--- src/rtl/scsi_cmd_pkg.sv ---
package scsi_cmd_pkg;

   localparam int IDX_W = 4;

   localparam logic [IDX_W-1:0] IDX_CNT_LO  = 4'd0;
   localparam logic [IDX_W-1:0] IDX_CNT_MID = 4'd1;
   localparam logic [IDX_W-1:0] IDX_FIFO    = 4'd2;
   localparam logic [IDX_W-1:0] IDX_CMD     = 4'd3;
   localparam logic [IDX_W-1:0] IDX_STATUS  = 4'd4;
   localparam logic [IDX_W-1:0] IDX_CAUSE   = 4'd5;
   localparam logic [IDX_W-1:0] IDX_SEQ     = 4'd6;
   localparam logic [IDX_W-1:0] IDX_FLAGS   = 4'd7;
   localparam logic [IDX_W-1:0] IDX_CFG1    = 4'd8;
   localparam logic [IDX_W-1:0] IDX_CNT_HI  = 4'd9;

   localparam logic [6:0] OP_NOP     = 7'h00;
   localparam logic [6:0] OP_FLUSH   = 7'h01;
   localparam logic [6:0] OP_CHIPRST = 7'h02;
   localparam logic [6:0] OP_BUSRST  = 7'h03;
   localparam logic [6:0] OP_ICCS    = 7'h11;
   localparam logic [6:0] OP_MSGACC  = 7'h12;
   localparam logic [6:0] OP_ENSEL   = 7'h44;

   localparam logic [7:0] CAUSE_RST   = 8'h80;
   localparam logic [7:0] CAUSE_DISC  = 8'h20;
   localparam logic [7:0] CAUSE_FDONE = 8'h08;

   localparam logic [2:0] PHASE_MSGIN = 3'b111;
   localparam logic [2:0] SEQ_ICCS    = 3'd2;
   localparam logic [7:0] CFG1_RESET  = 8'h07;
   localparam int         CFG1_NO_RST_IRQ_BIT = 6;
   localparam int         CMD_DMA_BIT = 7;

   typedef struct packed {
      logic       legal;
      logic       do_flush;
      logic       do_chip_rst;
      logic       do_bus_rst;
      logic       load_cause;
      logic [7:0] cause_val;
      logic       raise;
      logic       clr_seq;
      logic       set_seq;
      logic       clr_flags;
      logic       set_msgin;
   } cmd_action_t;

endpackage

--- src/rtl/scsi_cmd_decode.sv ---
module scsi_cmd_decode
   import scsi_cmd_pkg::*;
(
   input  logic [6:0]  opcode,
   input  logic        no_rst_irq,
   output cmd_action_t act
);

   always_comb begin
      act       = '0;
      act.legal = 1'b1;
      case (opcode)
         OP_NOP: begin
         end
         OP_FLUSH: begin
            act.do_flush   = 1'b1;
            act.load_cause = 1'b1;
            act.cause_val  = CAUSE_FDONE;
            act.clr_seq    = 1'b1;
            act.clr_flags  = 1'b1;
            act.raise      = 1'b1;
         end
         OP_CHIPRST: begin
            act.do_chip_rst = 1'b1;
         end
         OP_BUSRST: begin
            act.do_bus_rst = 1'b1;
            act.load_cause = 1'b1;
            act.cause_val  = CAUSE_RST;
            act.raise      = !no_rst_irq;
         end
         OP_ICCS: begin
            act.load_cause = 1'b1;
            act.cause_val  = CAUSE_FDONE;
            act.set_msgin  = 1'b1;
            act.set_seq    = 1'b1;
            act.raise      = 1'b1;
         end
         OP_MSGACC: begin
            act.load_cause = 1'b1;
            act.cause_val  = CAUSE_DISC;
            act.clr_seq    = 1'b1;
            act.raise      = 1'b1;
         end
         OP_ENSEL: begin
            act.load_cause = 1'b1;
            act.cause_val  = 8'h00;
         end
         default: begin
            act.legal = 1'b0;
         end
      endcase
   end

endmodule

--- src/rtl/scsi_cmd_fifo.sv ---
module scsi_cmd_fifo #(
   parameter int DEPTH = 16,
   parameter int CNT_W = $clog2(DEPTH)
) (
   input  logic             clk,
   input  logic             rst_n,
   input  logic             clr,
   input  logic             push,
   input  logic [7:0]       push_data,
   input  logic             pop,
   output logic [7:0]       pop_data,
   output logic [CNT_W-1:0] count,
   output logic             drop
);

   localparam logic [CNT_W-1:0] LIMIT = CNT_W'(DEPTH - 1);

   logic [7:0]       mem [DEPTH];
   logic [CNT_W-1:0] wr_ptr;
   logic [CNT_W-1:0] rd_ptr;
   logic             push_ok;
   logic             pop_ok;

   assign push_ok = push && (count != LIMIT);
   assign pop_ok  = pop && (count != '0);
   assign drop    = push && (count == LIMIT);

   always_ff @(posedge clk or negedge rst_n) begin
      if (!rst_n) begin
         wr_ptr <= '0;
         rd_ptr <= '0;
         count  <= '0;
      end else if (clr) begin
         wr_ptr <= '0;
         rd_ptr <= '0;
         count  <= '0;
      end else begin
         if (push_ok) wr_ptr <= wr_ptr + 1'b1;
         if (pop_ok)  rd_ptr <= rd_ptr + 1'b1;
         case ({push_ok, pop_ok})
            2'b10:   count <= count + 1'b1;
            2'b01:   count <= count - 1'b1;
            default: count <= count;
         endcase
      end
   end

   always_ff @(posedge clk) begin
      if (push_ok && !clr) mem[wr_ptr] <= push_data;
   end

   assign pop_data = (count != '0) ? mem[rd_ptr] : 8'h00;

endmodule

--- src/rtl/scsi_xfer_count.sv ---
module scsi_xfer_count #(
   parameter int NBYTES = 2
) (
   input  logic                clk,
   input  logic                rst_n,
   input  logic                clr,
   input  logic [NBYTES-1:0]   wr_sel,
   input  logic [7:0]          wdata,
   input  logic                reload,
   output logic [NBYTES*8-1:0] live,
   output logic                staged_zero
);

   logic [NBYTES*8-1:0] staged;

   for (genvar b = 0; b < NBYTES; b++) begin : g_byte
      always_ff @(posedge clk or negedge rst_n) begin
         if (!rst_n) begin
            staged[b*8 +: 8] <= 8'h00;
            live[b*8 +: 8]   <= 8'h00;
         end else if (clr) begin
            staged[b*8 +: 8] <= 8'h00;
            live[b*8 +: 8]   <= 8'h00;
         end else begin
            if (wr_sel[b]) staged[b*8 +: 8] <= wdata;
            if (reload)    live[b*8 +: 8]   <= staged[b*8 +: 8];
         end
      end
   end

   assign staged_zero = (staged == '0);

endmodule

--- src/rtl/scsi_cmd_regblk.sv ---
module scsi_cmd_regblk
   import scsi_cmd_pkg::*;
#(
   parameter int         ADDR_W     = 8,
   parameter int         ADDR_SHIFT = 2,
   parameter int         FIFO_DEPTH = 16,
   parameter logic [7:0] REV_ID     = 8'h04
) (
   input  logic              clk,
   input  logic              rst_n,
   input  logic [ADDR_W-1:0] addr,
   input  logic              wr_en,
   input  logic              rd_en,
   input  logic [7:0]        wdata,
   output logic [7:0]        rdata,
   output logic              irq,
   output logic              bus_reset_pulse
);

   localparam int CNT_W  = $clog2(FIFO_DEPTH);
   localparam int NBYTES = 2;

   initial begin : p_param_check
      assert (FIFO_DEPTH >= 4 && FIFO_DEPTH <= 32 && (FIFO_DEPTH & (FIFO_DEPTH - 1)) == 0)
         else $fatal(1, "FIFO_DEPTH must be a power of two in 4..32");
      assert (ADDR_W >= ADDR_SHIFT + IDX_W)
         else $fatal(1, "ADDR_W too small for ADDR_SHIFT");
   end

   logic [IDX_W-1:0] idx;
   logic             unused_addr;

   if (ADDR_SHIFT == 0) begin : g_idx_direct
      assign idx = addr[IDX_W-1:0];
   end else begin : g_idx_shifted
      assign idx = addr[ADDR_SHIFT +: IDX_W];
   end
   assign unused_addr = ^addr;

   // register state
   logic       int_q, ge_q, tc_q;
   logic [2:0] phase_q;
   logic [7:0] cause_q;
   logic [2:0] seq_q;
   logic       illegal_q, ovr_q;
   logic [7:0] cfg1_q;
   logic [7:0] cmd_q;
   logic       bus_rst_q;
   logic [7:0] rdata_q;

   // strobes
   logic cmd_wr, fifo_wr, fifo_rd, cfg1_wr, cause_rd;
   assign cmd_wr   = wr_en && (idx == IDX_CMD);
   assign fifo_wr  = wr_en && (idx == IDX_FIFO);
   assign cfg1_wr  = wr_en && (idx == IDX_CFG1);
   assign fifo_rd  = rd_en && (idx == IDX_FIFO);
   assign cause_rd = rd_en && (idx == IDX_CAUSE);

   cmd_action_t act;

   scsi_cmd_decode u_decode (
      .opcode     (wdata[6:0]),
      .no_rst_irq (cfg1_q[CFG1_NO_RST_IRQ_BIT]),
      .act        (act)
   );

   logic legal_cmd, soft_rst, flush, reload;
   assign legal_cmd = cmd_wr && act.legal;
   assign soft_rst  = legal_cmd && act.do_chip_rst;
   assign flush     = legal_cmd && act.do_flush;
   assign reload    = legal_cmd && wdata[CMD_DMA_BIT] && !soft_rst;

   logic [7:0]       fifo_out;
   logic [CNT_W-1:0] fifo_count;
   logic             fifo_drop;

   scsi_cmd_fifo #(
      .DEPTH (FIFO_DEPTH),
      .CNT_W (CNT_W)
   ) u_fifo (
      .clk       (clk),
      .rst_n     (rst_n),
      .clr       (soft_rst || flush),
      .push      (fifo_wr),
      .push_data (wdata),
      .pop       (fifo_rd),
      .pop_data  (fifo_out),
      .count     (fifo_count),
      .drop      (fifo_drop)
   );

   logic [NBYTES*8-1:0] live_cnt;
   logic                staged_zero;

   scsi_xfer_count #(
      .NBYTES (NBYTES)
   ) u_count (
      .clk         (clk),
      .rst_n       (rst_n),
      .clr         (soft_rst),
      .wr_sel      ({wr_en && (idx == IDX_CNT_MID), wr_en && (idx == IDX_CNT_LO)}),
      .wdata       (wdata),
      .reload      (reload),
      .live        (live_cnt),
      .staged_zero (staged_zero)
   );

   always_ff @(posedge clk or negedge rst_n) begin
      if (!rst_n) begin
         int_q     <= 1'b0;
         ge_q      <= 1'b0;
         tc_q      <= 1'b0;
         phase_q   <= 3'd0;
         cause_q   <= 8'h00;
         seq_q     <= 3'd0;
         illegal_q <= 1'b0;
         ovr_q     <= 1'b0;
         cfg1_q    <= CFG1_RESET;
         cmd_q     <= 8'h00;
         bus_rst_q <= 1'b0;
      end else if (soft_rst) begin
         int_q     <= 1'b0;
         ge_q      <= 1'b0;
         tc_q      <= 1'b0;
         phase_q   <= 3'd0;
         cause_q   <= 8'h00;
         seq_q     <= 3'd0;
         illegal_q <= 1'b0;
         ovr_q     <= 1'b0;
         cfg1_q    <= CFG1_RESET;
         cmd_q     <= 8'h00;
         bus_rst_q <= 1'b0;
      end else begin
         if (cause_rd) begin
            cause_q <= 8'h00;
            seq_q   <= 3'd0;
            ge_q    <= 1'b0;
            int_q   <= 1'b0;
         end
         if (fifo_wr) tc_q <= 1'b0;
         if (fifo_drop) begin
            ge_q  <= 1'b1;
            ovr_q <= 1'b1;
         end
         if (cfg1_wr) cfg1_q <= wdata;
         if (cmd_wr) begin
            if (!act.legal) begin
               illegal_q <= 1'b1;
            end else begin
               cmd_q <= wdata;
               if (wdata[CMD_DMA_BIT]) tc_q    <= staged_zero;
               if (act.load_cause)     cause_q <= act.cause_val;
               if (act.raise)          int_q   <= 1'b1;
               if (act.clr_seq)        seq_q   <= 3'd0;
               if (act.set_seq)        seq_q   <= SEQ_ICCS;
               if (act.set_msgin)      phase_q <= PHASE_MSGIN;
               if (act.clr_flags) begin
                  illegal_q <= 1'b0;
                  ovr_q     <= 1'b0;
               end
            end
         end
         bus_rst_q <= legal_cmd && act.do_bus_rst;
      end
   end

   logic [7:0] status_val, flags_val, rd_val;
   assign status_val = {int_q, ge_q, 1'b0, tc_q, 1'b0, phase_q};
   assign flags_val  = {illegal_q, ovr_q, 1'b0, 5'(fifo_count)};

   always_comb begin
      case (idx)
         IDX_CNT_LO:  rd_val = live_cnt[7:0];
         IDX_CNT_MID: rd_val = live_cnt[15:8];
         IDX_FIFO:    rd_val = fifo_out;
         IDX_CMD:     rd_val = cmd_q;
         IDX_STATUS:  rd_val = status_val;
         IDX_CAUSE:   rd_val = cause_q;
         IDX_SEQ:     rd_val = {5'd0, seq_q};
         IDX_FLAGS:   rd_val = flags_val;
         IDX_CFG1:    rd_val = cfg1_q;
         IDX_CNT_HI:  rd_val = REV_ID;
         default:     rd_val = 8'h00;
      endcase
   end

   always_ff @(posedge clk or negedge rst_n) begin
      if (!rst_n)     rdata_q <= 8'h00;
      else if (rd_en) rdata_q <= rd_val;
   end

   assign rdata           = rdata_q;
   assign irq             = int_q;
   assign bus_reset_pulse = bus_rst_q;

endmodule

--- config.mk ---
export PLATFORM = sky130hd
export DESIGN_NAME = scsi_cmd_regblk
export DESIGN_NICKNAME = d
export VERILOG_FILES = /design/src/rtl/scsi_cmd_pkg.sv /design/src/rtl/scsi_cmd_decode.sv /design/src/rtl/scsi_cmd_fifo.sv /design/src/rtl/scsi_xfer_count.sv /design/src/rtl/scsi_cmd_regblk.sv
export SDC_FILE = /design/constraint.sdc
export NUM_CORES = 1
export LEC_CHECK = 0
export ABC_AREA = 1
export BUFFER_PORTS_ARGS = -buffer_cell sky130_fd_sc_hd__buf_2
export CAP_MARGIN = 20
export CORE_AREA = 2 2 150 152
export DETAILED_ROUTE_END_ITERATION = 12
export DIE_AREA = 0 0 152 154
export GPL_TIMING_DRIVEN = 0
export HOLD_SLACK_MARGIN = 0.1
export PLACE_DENSITY = 0.66
export SKIP_CTS_REPAIR_TIMING = 1
export SYNTH_ARGS = -nofsm -noshare
export SYNTH_HDL_FRONTEND = slang
export SYNTH_SLANG_ARGS = --single-unit
--- constraint.sdc ---
create_clock -name clk -period 2.3 [get_ports clk]
set_input_delay 0 -clock clk [delete_from_list [all_inputs] [get_ports clk]]
set_output_delay 0 -clock clk [all_outputs]
set_load 0.02 [all_outputs]
==> results.cfg, run 1 <==
[run_status]
status = completed

[clock_network]
clockBufferDepth = 3
cts_buffers = 23
h-tree-depth = 1
cts-root-buf = clkbuf_16
cts_tree = done
clk_latency_ns = 0.51
clock_sinks = 214
path_clk_slew_ns = 0.06

[sta]
hold_slack_ns = 0.04917
setup_viol = 0
finalCritPeriodShare_pct = 95.21
drv_slew = 0
setup-tns-final_ns = 0
min_period_ns = 2.190
fmax_mhz = 456.7
worst_pin_slew_ns = 0.8311
fin_ws_ns = 0.1103
skew_ns = 0.01043
finalHoldViolations = 0
maxSlewHeadroom_pct = 44.39

[synthesis]
synthesis.area_sq_um = 9651
ys_top_cells_by_count = nand2_1 (353), nand3_1 (134), edfxtp_1 (128), dfrtp_1 (83), inv_1 (70)
synth_area_per_cell_sq_um = 9.612
async_flop_share_pct = 40.19
synth.most_common_cell = nand2_1
synth_nets = 1033
synth-seq-area-share_pct = 62.17
ys_types = 41
synth-edff-count = 128
syn_inst = 1004
synth_flop_cell = edfxtp_1
synth_area_leaders = edfxtp_1 (40%), dfrtp_1 (22%), nand2_1 (14%)
synth_top_area_share_pct = 39.83
ys.warnings.count = 0
yosysTopAreaCell = edfxtp_1
synth_seq_cells = 214

[route]
post-route-drc-count = 0
routed_wl_mm = 24.15
drtAntennaViolNets = 0
vias = 7220
drtIter0Drc = 648
post_drt_wl_per_cell_microns = 17.68
drtPass1Iterations = 5
vias_per_cell = 5.286

[place]
place_hpwl_mm = 16.35
post_dp_cell_area_sq_um = 10150
routabilityCongestion = 0.8946
dp_cells = 1309
port_buffers = 24
dp_slack_ns = -0.1465

[critical_path]
crit_path_max_incr_delay_ns = 0.65
critical-path-top-delay-family = simple AND/OR/NAND/NOR gates
cp.arrival_ns = 2.32
path_max_fanout = 8
critPathKind = reg2reg
cp-start-kind = register
cp_cell_sequence = nand4_1, nand3_4, inv_1, nand2_1, nor2_1
cp_slowest_cell = nor2_1
path_buf_inv = 1
critPathRequiredTime_ns = 2.43
endpoint_kind = register

[layout]
design_area_sq_um = 11070
nFillCells = 1926
drive_gt1_share_pct = 11.69
diodes = 0
synthToLayoutAreaGrowth_pct = 14.68
finish.utilization_pct = 51.03
layout.cells.non_filler = 1366
final_nets = 1100
multiInputGateArea_sq_um = 3202
seq_area_sq_um = 6001

[power_and_ir_drop]
clock_power_share_pct = 31.8
powerDensity_nw_per_um2 = 982.9
power.total_mw = 10.88
vdd_drop_max_mv = 0.6101
p_comb_share_pct = 26.8
p_leak_nw = 4.815
pwr-share-seq_pct = 41.4
p_sw_mw = 3.696
netSwitchingFraction_pct = 33.98
power.internal_mw = 7.182

[grt]
grt_use_total_pct = 20.29
grt_max_degree = 58
grt_overflow = 0
grt_pass1_wl_mm = 37.23
antenna_found_initial = 0
first_global_vias = 6759

[die]
start_util_pct = 44.50
fp.dieArea_sq_um = 23410
core_sq_um = 21690
ios = 30
die_w_microns = 152
die_h_microns = 154
rows = 54

[flow_run]
max-cap-violations = 0

[worst_hold_path]
min_path_type = in2reg
## power by group through the flow
stage	clock network, mW	logic, mW	registers, mW
2_1_floorplan	0	1.88	4.55
3_3_place_gp	0	2.80	4.56
3_5_place_dp	0	2.86	4.57
4_1_cts	3.49	2.87	4.50
5_1_grt	3.62	3.27	4.53
6_report	3.46	2.92	4.50
## area by class of cell
cell class / instances / area share (%)
clock buffers: 29 / 5.868
inverters: 74 / 2.510
repair buffers: 42 / 2.985
flip-flops and latches: 214 / 54.22
plain buffers: 35 / 1.843
multi-input cells: 681 / 28.93
well taps: 280 / 3.166
clock inverters: 11 / 0.4748
## layout by cell type (no fill, tap or decap), types with 3 or more instances in the layout
| cell type | n |
|---|---|
| nand2_1 | 353 |
| nand3_1 | 133 |
| edfxtp_1 | 128 |
| dfrtp_1 | 82 |
| inv_1 | 70 |
| nor2_1 | 61 |
| o21ai_0 | 49 |
| buf_2 | 42 |
| clkbuf_16 | 24 |
| dlygate4sd3_1 | 16 |
| nor2_2 | 9 |
| o21ai_2 | 9 |
| a21oi_1 | 8 |
| ha_1 | 8 |
| nand4_1 | 7 |
| xor2_1 | 7 |
| clkbuf_1 | 7 |
| clkinv_1 | 6 |
| buf_6 | 6 |
| nor2_4 | 5 |
| nor3_1 | 5 |
| clkinv_2 | 5 |
| buf_1 | 4 |
| nand3_4 | 3 |
| inv_2 | 3 |
| dfstp_2 | 3 |
| clkbuf_8 | 3 |
## sequential cells by signal, summed over array words and instances, names as in the netlist
name             flops
ge_q                 1
seq_q                3
cmd_q                8
u_count.staged      16
ovr_q                1
cause_q              8
phase_q              1
u_count.live        16
irq                  1
tc_q                 1
bus_reset_pulse      1
u_fifo.wr_ptr        4
rdata                8
u_fifo.mem         128
illegal_q            1
u_fifo.rd_ptr        4
cfg1_q               8
u_fifo.count         4
## final timing paths
path,startpoint,endpoint,slack [ns],cells after the start
worst max-delay path,u_fifo.count[1],u_fifo.mem[14][1],0.11,5
worst min-delay path,addr[3],bus_reset_pulse,0.05,5
worst max register to register,u_fifo.count[1],u_fifo.mem[14][1],0.11,5
worst min register to register,rdata[3],rdata[3],0.47,2
max in group asynchronous,rst_n,cfg1_q[2],1.40,4
min in group asynchronous,rst_n,cause_q[1],0.55,4
## tightest hold or removal path: cells and delay by family
family	cells	cell delay, ns
simple gates	4	0.39
buf+inv	1	0.13
## kinds of logic (layout without fill, tap and decap cells)
kind of cell,count (synthesis),in the layout,synth area share [%]
AND/OR/NAND/NOR,591,591,26.72
flip-flops,214,214,62.17
buffers and inverters,109,191,4.991
AO/OA/AOI/OAI,74,74,4.318
adder cells (fa/ha/maj),9,9,1.167
XOR/XNOR,7,7,0.6353
## layer usage
layer	vias to the layer above	wire length (microns)	track usage, %
met5	-	0	0
met4	0	686	6.142
met3	52	1280	2.480
met2	219	11140	32.58
met1	3485	11040	29.10
li1	3464	-	-
(Power assumes the default switching activity.)
==> inputs of run 2 (changes only) <==
--- a/config.mk
+++ b/config.mk
@@ -5,12 +5,11 @@
 export SDC_FILE = /design/constraint.sdc
 export NUM_CORES = 1
 export LEC_CHECK = 0
-export ABC_AREA = 1
 export BUFFER_PORTS_ARGS = -buffer_cell sky130_fd_sc_hd__buf_2
 export CAP_MARGIN = 20
-export CORE_AREA = 2 2 150 152
+export CORE_AREA = 2 2 148 150
 export DETAILED_ROUTE_END_ITERATION = 12
-export DIE_AREA = 0 0 152 154
+export DIE_AREA = 0 0 150 152
 export GPL_TIMING_DRIVEN = 0
 export HOLD_SLACK_MARGIN = 0.1
 export PLACE_DENSITY = 0.66
==> run 2 against run 1 <==
- the flow now finishes with violations (setup timing)
- critical path type unchanged
- via count is 20% lower
- critical path depth is 4 higher
- non-clock buffer count grew 8
- sequential cell count did not move
- maximum frequency is 9.9% lower
- sequential share of layout area up 0.67 points
- die area down 2.6%
- global-route usage fell by 0.74 points
- highest routed layer unchanged
- clock skew is 0.018 ns higher
- routed wire length decreased by 9.6%
==> results.cfg, run 2 <==
[critical_path]
critPathKind = reg2reg
cp.arrival_ns = 2.82
endpoint_kind = register
cp-start-kind = register
path_max_fanout = 6
critPathRequiredTime_ns = 2.69
crit_path_max_incr_delay_ns = 0.53
cp_cell_sequence = or4_4, and4_1, buf_6, ha_4, ha_4, a31o_4, a211oi_2, xnor2_1, nor2_1
cp_slowest_cell = or4_4
cpMostUsedCell = ha_4

[clock_network]
clk_latency_ns = 0.53
cts_buffers = 22
clock_sinks = 214
cts-root-buf = clkbuf_16
clockBufferDepth = 3
h-tree-depth = 1
cts_tree = done
path_clk_slew_ns = 0.06

[layout]
nFillCells = 1841
layout_common_cells = edfxtp_1 (128), dfrtp_1 (81), nor2_1 (49), mux2i_1 (49), nand2_1 (45)
final_common_cell = edfxtp_1
finish.utilization_pct = 51.21
largest_reg_flops = 128
reg.largest.list = u_fifo.mem: 128 flops, u_count.live: 16 flops, u_count.staged: 16 flops
drive_gt1_share_pct = 22.66
diodes = 0
synthToLayoutAreaGrowth_pct = 16.50
final_nets = 750
design_area_sq_um = 10930
layout.cells.non_filler = 1017
regMostFlops = u_fifo.mem

[synthesis]
yosysTopAreaCell = edfxtp_1
async_flop_share_pct = 40.19
ys_types = 71
synth_flop_cell = edfxtp_1
ys_top_cells_by_count = edfxtp_1 (128), dfrtp_1 (83), mux2i_1 (52), nor2_1 (49), nand2_1 (45)
synth.most_common_cell = edfxtp_1
syn_inst = 649
synth-edff-count = 128
synth_area_leaders = edfxtp_1 (41%), dfrtp_1 (22%), mux4_2 (7.7%)
synth_top_area_share_pct = 40.95
ys.warnings.count = 0
synth-seq-area-share_pct = 63.92
synth_seq_cells = 214
synth_nets = 678
synth_area_per_cell_sq_um = 14.46
synthesis.area_sq_um = 9385

[die]
core_sq_um = 21350
ios = 30
rows = 54
start_util_pct = 43.96
die_w_microns = 150
fp.dieArea_sq_um = 22800
die_h_microns = 152

[place]
routabilityCongestion = 0.8958
port_buffers = 25
post_dp_cell_area_sq_um = 9935
dp_cells = 955
place_hpwl_mm = 14.91
dp_slack_ns = -0.4155

[power_and_ir_drop]
p_sw_mw = 2.600
p_comb_share_pct = 18.4
power.internal_mw = 7.156
vdd_drop_max_mv = 0.4869
p_leak_nw = 4.319
powerDensity_nw_per_um2 = 892.3
pwr-share-seq_pct = 46.0
netSwitchingFraction_pct = 26.65
clock_power_share_pct = 35.6

[grt]
antenna_found_initial = 0
grt_pass1_wl_mm = 33.91
first_global_vias = 5802
grt_use_total_pct = 19.55
grt_max_degree = 59
grt_overflow = 0

[route]
drtIter0Drc = 423
vias_per_cell = 5.694
vias = 5791
drtAntennaViolNets = 0
routed_wl_mm = 21.84
post-route-drc-count = 0
drtPass1Iterations = 5
post_drt_wl_per_cell_microns = 21.47

[sta]
fmax_mhz = 411.4
maxSlewHeadroom_pct = 52.97
fin_ws_ns = -0.1305
skew_ns = 0.02890
worst_pin_slew_ns = 0.7028
finalHoldViolations = 0
finalCritPeriodShare_pct = 105.7
min_period_ns = 2.431
drv_slew = 0
setup_viol = 18
rsz0062_at_grt = yes

[run_status]
status = finished with violations
violations = setup timing

[flow_run]
max-cap-violations = 0

[worst_hold_path]
min_path_type = in2reg
-- run 2: changes by cell type after synthesis, moves of 8 or more --
cell     before  now
and2_1        0   25
inv_1        70   10
mux2i_1       0   52
mux4_2        0   32
nand2_1     353   45
nand3_1     134   11
nor2_1       66   49
nor2b_1       0    8
o21ai_0      49   20
o21ai_2       9    0
-- run 2: logic make-up (layout without fill, tap and decap cells) --
| group | count (synthesis) | in the layout | synth area share [%] |
|---|---|---|---|
| buffers and inverters | 48 | 136 | 2.519 |
| adders and majority gates | 9 | 9 | 1.200 |
| muxes | 96 | 96 | 14.66 |
| DFF | 214 | 214 | 63.92 |
| xor gates and xnor gates | 10 | 10 | 0.9333 |
| AOI/OAI and AO/OA | 88 | 88 | 6.693 |
| and+or+nand+nor | 184 | 184 | 10.07 |
-- run 2: stage by stage --
| stage | hold WS, ns | setup TNS [ns] | power, mW |
|---|---|---|---|
| 2_1_floorplan | -0.2956 | -0.06572 | 5.691 |
| 3_3_place_gp | 0.3002 | -2.640 | 6.139 |
| 3_5_place_dp | -0.04352 | -5.537 | 6.198 |
| 4_1_cts | -0.5976 | -5.460 | 9.653 |
| 5_1_grt | 0.1064 | -2.312 | 10.16 |
| 6_report | 0.05742 | -0.2537 | 9.756 |
-- run 2: worst max-delay path, delay by kind of cell, from the launching register on --
family	cells	cell delay, ns
xor+xnor	1	0.15
simple gates	3	0.76
flops	1	0.44
fa+ha+maj	2	0.40
compound gates	2	0.43
buf+inv	1	0.12
-- run 2: final cells by class --
| cell class | count | area [sq um] | share of cell area, % |
|---|---|---|---|
| Tap cell | 280 | 350.3 | 3.204 |
| Timing Repair Buffer | 49 | 375.4 | 3.433 |
| Clock buffer | 25 | 581.8 | 5.321 |
| Clock inverter | 15 | 133.9 | 1.224 |
| Sequential cell | 214 | 6002 | 54.89 |
| Multi-Input combinational cell | 387 | 3233 | 29.57 |
| Buffer | 36 | 216.5 | 1.980 |
| Inverter | 11 | 41.29 | 0.3776 |
-- run 2: per-layer routing --
metal | track usage (%) | share of wire (%) | vias to the layer above
met5 | 0 | 0 | -
met4 | 4.762 | 1.7 | 0
met3 | 3.123 | 5.7 | 28
met2 | 31.16 | 49 | 158
met1 | 28.32 | 44 | 2991
li1 | - | - | 2614
-- run 2: worst paths after layout --
path	cells past startpoint	start	slack, ns	endpoint
worst min register to register	1	cause_q[7]	0.48	cause_q[7]
min in group asynchronous	4	rst_n	0.58	u_fifo.rd_ptr[2]
worst min-delay path	5	addr[4]	0.06	phase_q[1]
worst max-delay path	9	u_fifo.count[0]	-0.13	u_fifo.count[3]
worst max register to register	9	u_fifo.count[0]	-0.13	u_fifo.count[3]
max in group asynchronous	4	rst_n	1.40	u_count.live[14]
-- run 2: power by group through the flow --
stage                     Combinational (mW)  Sequential [mW]  Clock [mW]
final                                   1.79             4.49        3.47
after global routing                    1.95             4.52        3.68
after CTS                               1.65             4.48        3.53
after detailed placement                1.64             4.55           0
after global placement                  1.60             4.54           0
after floorplan                         1.18             4.51           0
==> inputs of run 3 (changes only) <==
--- a/config.mk
+++ b/config.mk
@@ -7,13 +7,15 @@
 export LEC_CHECK = 0
 export BUFFER_PORTS_ARGS = -buffer_cell sky130_fd_sc_hd__buf_2
 export CAP_MARGIN = 20
-export CORE_AREA = 2 2 148 150
+export CORE_AREA = 2 2 154 156
 export DETAILED_ROUTE_END_ITERATION = 12
-export DIE_AREA = 0 0 150 152
+export DIE_AREA = 0 0 156 158
 export GPL_TIMING_DRIVEN = 0
 export HOLD_SLACK_MARGIN = 0.1
 export PLACE_DENSITY = 0.66
 export SKIP_CTS_REPAIR_TIMING = 1
 export SYNTH_ARGS = -nofsm -noshare
 export SYNTH_HDL_FRONTEND = slang
+export SYNTH_HIERARCHICAL = 1
 export SYNTH_SLANG_ARGS = --single-unit
+export TNS_END_PERCENT = 5
==> run 3 against run 2 <==
- the flow still finishes with violations (setup timing)
- die area rose by 8.1%
- sequential cell count did not move
- synthesized area rose by 8.2%
- worst setup slack got worse by 0.40 ns
- synthesized cell count rose by 12%
- combinational power rose by 23%
- register-to-register slack got worse by 0.40 ns
- clock power rose by 3%
- clock-buffer cell count rose by 3
- critical endpoint is now rdata[0]
==> results.cfg, run 3 <==
[run_status]
status = finished with violations
violations = setup timing

[synthesis]
async_flop_share_pct = 40.19
synth-edff-count = 128
synth_seq_cells = 214
synth_top_area_share_pct = 37.85
synth_flop_cell = edfxtp_1
syn_inst = 727
synthesis.area_sq_um = 10160
yosysTopAreaCell = edfxtp_1
ys_top_cells_by_count = edfxtp_1 (128), dfrtp_1 (83), nor2_1 (65), nand2_1 (53), mux2i_1 (37)
ys_types = 80
synth.most_common_cell = edfxtp_1
synth_area_leaders = edfxtp_1 (38%), dfrtp_1 (20%), mux4_1 (4.9%)
synth-seq-area-share_pct = 59.07
ys.warnings.count = 6
synth_area_per_cell_sq_um = 13.97

[layout]
largest_reg_flops = 128
seq_area_sq_um = 6002
multiInputGateArea_sq_um = 3867
diodes = 0
synthToLayoutAreaGrowth_pct = 20.22
reg.largest.list = u_fifo/mem: 128 flops, u_count/live: 16 flops, u_count/staged: 16 flops
final_nets = 861
drive_gt1_share_pct = 26.35
final_common_cell = edfxtp_1
regMostFlops = u_fifo/mem
nFillCells = 1903
layout_common_cells = edfxtp_1 (128), dfrtp_1 (81), nor2_1 (58)

[power_and_ir_drop]
power.internal_mw = 7.527
p_leak_nw = 4.664
p_sw_mw = 2.707
vdd_drop_max_mv = 0.4647
p_comb_share_pct = 21.6
netSwitchingFraction_pct = 26.45
pwr-share-seq_pct = 43.5
clock_power_share_pct = 35.0
powerDensity_nw_per_um2 = 838.2
power.total_mw = 10.23

[route]
vias_per_cell = 5.855
post_drt_wl_per_cell_microns = 23.14
drtAntennaViolNets = 0
post-route-drc-count = 0
routed_wl_mm = 26.38
drtIter0Drc = 533
vias = 6675
drtPass1Iterations = 4

[sta]
setup_viol = 142
min_period_ns = 2.829
rsz0062_at_grt = yes
worst_pin_slew_ns = 1.046
drv_slew = 0
fmax_mhz = 353.4
finalHoldViolations = 0
skew_ns = 0.01019
fin_ws_ns = -0.5295
finalCritPeriodShare_pct = 123.0
maxSlewHeadroom_pct = 30.02

[place]
dp_slack_ns = -1.425
port_buffers = 22
place_hpwl_mm = 16.27
routabilityCongestion = 0.9111

[critical_path]
cp-start-kind = register
cpMostUsedCell = mux4_2
cp.arrival_ns = 3.21
cp_slowest_cell = mux4_2
cp_cell_sequence = buf_6, buf_12, mux4_2, mux4_2, nor2b_4, mux2_4, a32o_1, a221oi_2, a21oi_1
critPathRequiredTime_ns = 2.68
path_max_fanout = 8
endpoint_kind = register
critPathKind = reg2reg
crit_path_max_incr_delay_ns = 0.52

[worst_hold_path]
min_path_type = in2reg

[die]
core_sq_um = 23050
start_util_pct = 44.06
ios = 30
die_w_microns = 156
rows = 56
die_h_microns = 158
fp.dieArea_sq_um = 24650

[clock_network]
h-tree-depth = 1
cts_tree = done
clock_sinks = 214
clk_latency_ns = 0.52
cts_buffers = 23
cts-root-buf = clkbuf_16
path_clk_slew_ns = 0.06
clockBufferDepth = 3

[grt]
first_global_vias = 6186
grt_max_degree = 53
antenna_found_initial = 0
grt_use_total_pct = 20.39
grt_pass1_wl_mm = 37.57
grt_overflow = 0

[flow_run]
max-cap-violations = 0
-- run 3: cell count changes after synthesis, sizes merged, moves of 8 or more --
cell,before,now
nand2,46,54
a21oi,8,33
nor2b,8,17
nor2,50,67
nand3b,2,15
mux4,32,40
buf,25,44
mux2i,52,37
nand3,11,30
and2,25,9
-- run 3: power groups by stage --
stage | combinational, mW | sequential [mW] | clock, mW
finish | 2.21 | 4.45 | 3.58
global placement | 1.80 | 4.52 | 0
floorplan | 1.37 | 4.46 | 0
CTS | 1.84 | 4.44 | 3.64
global route | 2.36 | 4.47 | 3.79
detailed placement | 1.83 | 4.52 | 0
-- run 3: layer usage --
| metal | GRT usage, % | wire length (microns) | vias to the layer above |
|---|---|---|---|
| met1 | 30.54 | 11630 | 3419 |
| li1 | - | - | 2958 |
| met5 | 0 | 0 | - |
| met3 | 3.093 | 1860 | 40 |
| met2 | 31.46 | 12280 | 258 |
| met4 | 5.068 | 609 | 0 |
-- run 3: path summary, 6_finish.rpt --
kind	depth (start not counted)	slack (ns)	start	endpoint
max	9	-0.53	u_fifo/rd_ptr[0]	rdata[0]
min	6	0.08	wdata[1]	seq_q[1]
max reg2reg	9	-0.53	u_fifo/rd_ptr[0]	rdata[0]
min reg2reg	2	0.47	cmd_q[6]	cmd_q[6]
max in group asynchronous	4	1.44	rst_n	cfg1_q[1]
min in group asynchronous	4	0.56	rst_n	rdata[0]
-- run 3: per-stage QoR --
step / setup TNS, ns / hold slack, ns / cell area (sq um) / cells / util, %
floorplan: -7.252 / -0.2956 / 10200 / 731 / -
global placement: -196.38 / 0.3340 / 10680 / 1043 / 46.31
detailed placement: -184.69 / -0.007208 / 10750 / 1049 / 46.61
CTS: -92.26 / -0.5479 / 11470 / 1090 / 49.77
global route: -50.35 / 0.1121 / 12210 / 1140 / 52.96
finish: -32.29 / 0.08320 / 12210 / 1140 / 52.96
-- run 3: cell type report --
| type | instances | share of cell area (%) |
|---|---|---|
| multi-input combinational | 450 | 31.68 |
| sequential | 214 | 49.16 |
| inverter | 12 | 0.3894 |
| tap | 290 | 2.972 |
| buffer | 54 | 3.915 |
| clock inverter | 13 | 1.004 |
| timing repair buffer | 79 | 5.934 |
| clock buffer | 28 | 4.950 |
-- run 3: critical path, delay by kind of cell (launching register included) --
kind                   cells  cell delay [ns]
and+or+nand+nor            1             0.14
buffers and inverters      2             0.32
AOI/OAI and AO/OA          3             0.53
DFF                        1             0.37
muxes                      3             1.32
-- run 3: cells by family (layout without fill, tap and decap cells) --
group                      count (synthesis)  after routing  synth area share [%]
DFF                                      214            214                 59.07
muxes                                     85             85                 14.18
adders and majority gates                  7              7                0.8623
AOI/OAI and AO/OA                         99             99                 6.764
buffers and inverters                     67            186                 4.817
xor gates and xnor gates                   8              8                0.6899
and+or+nand+nor                          246            246                 13.58
other                                      1              5               0.03692
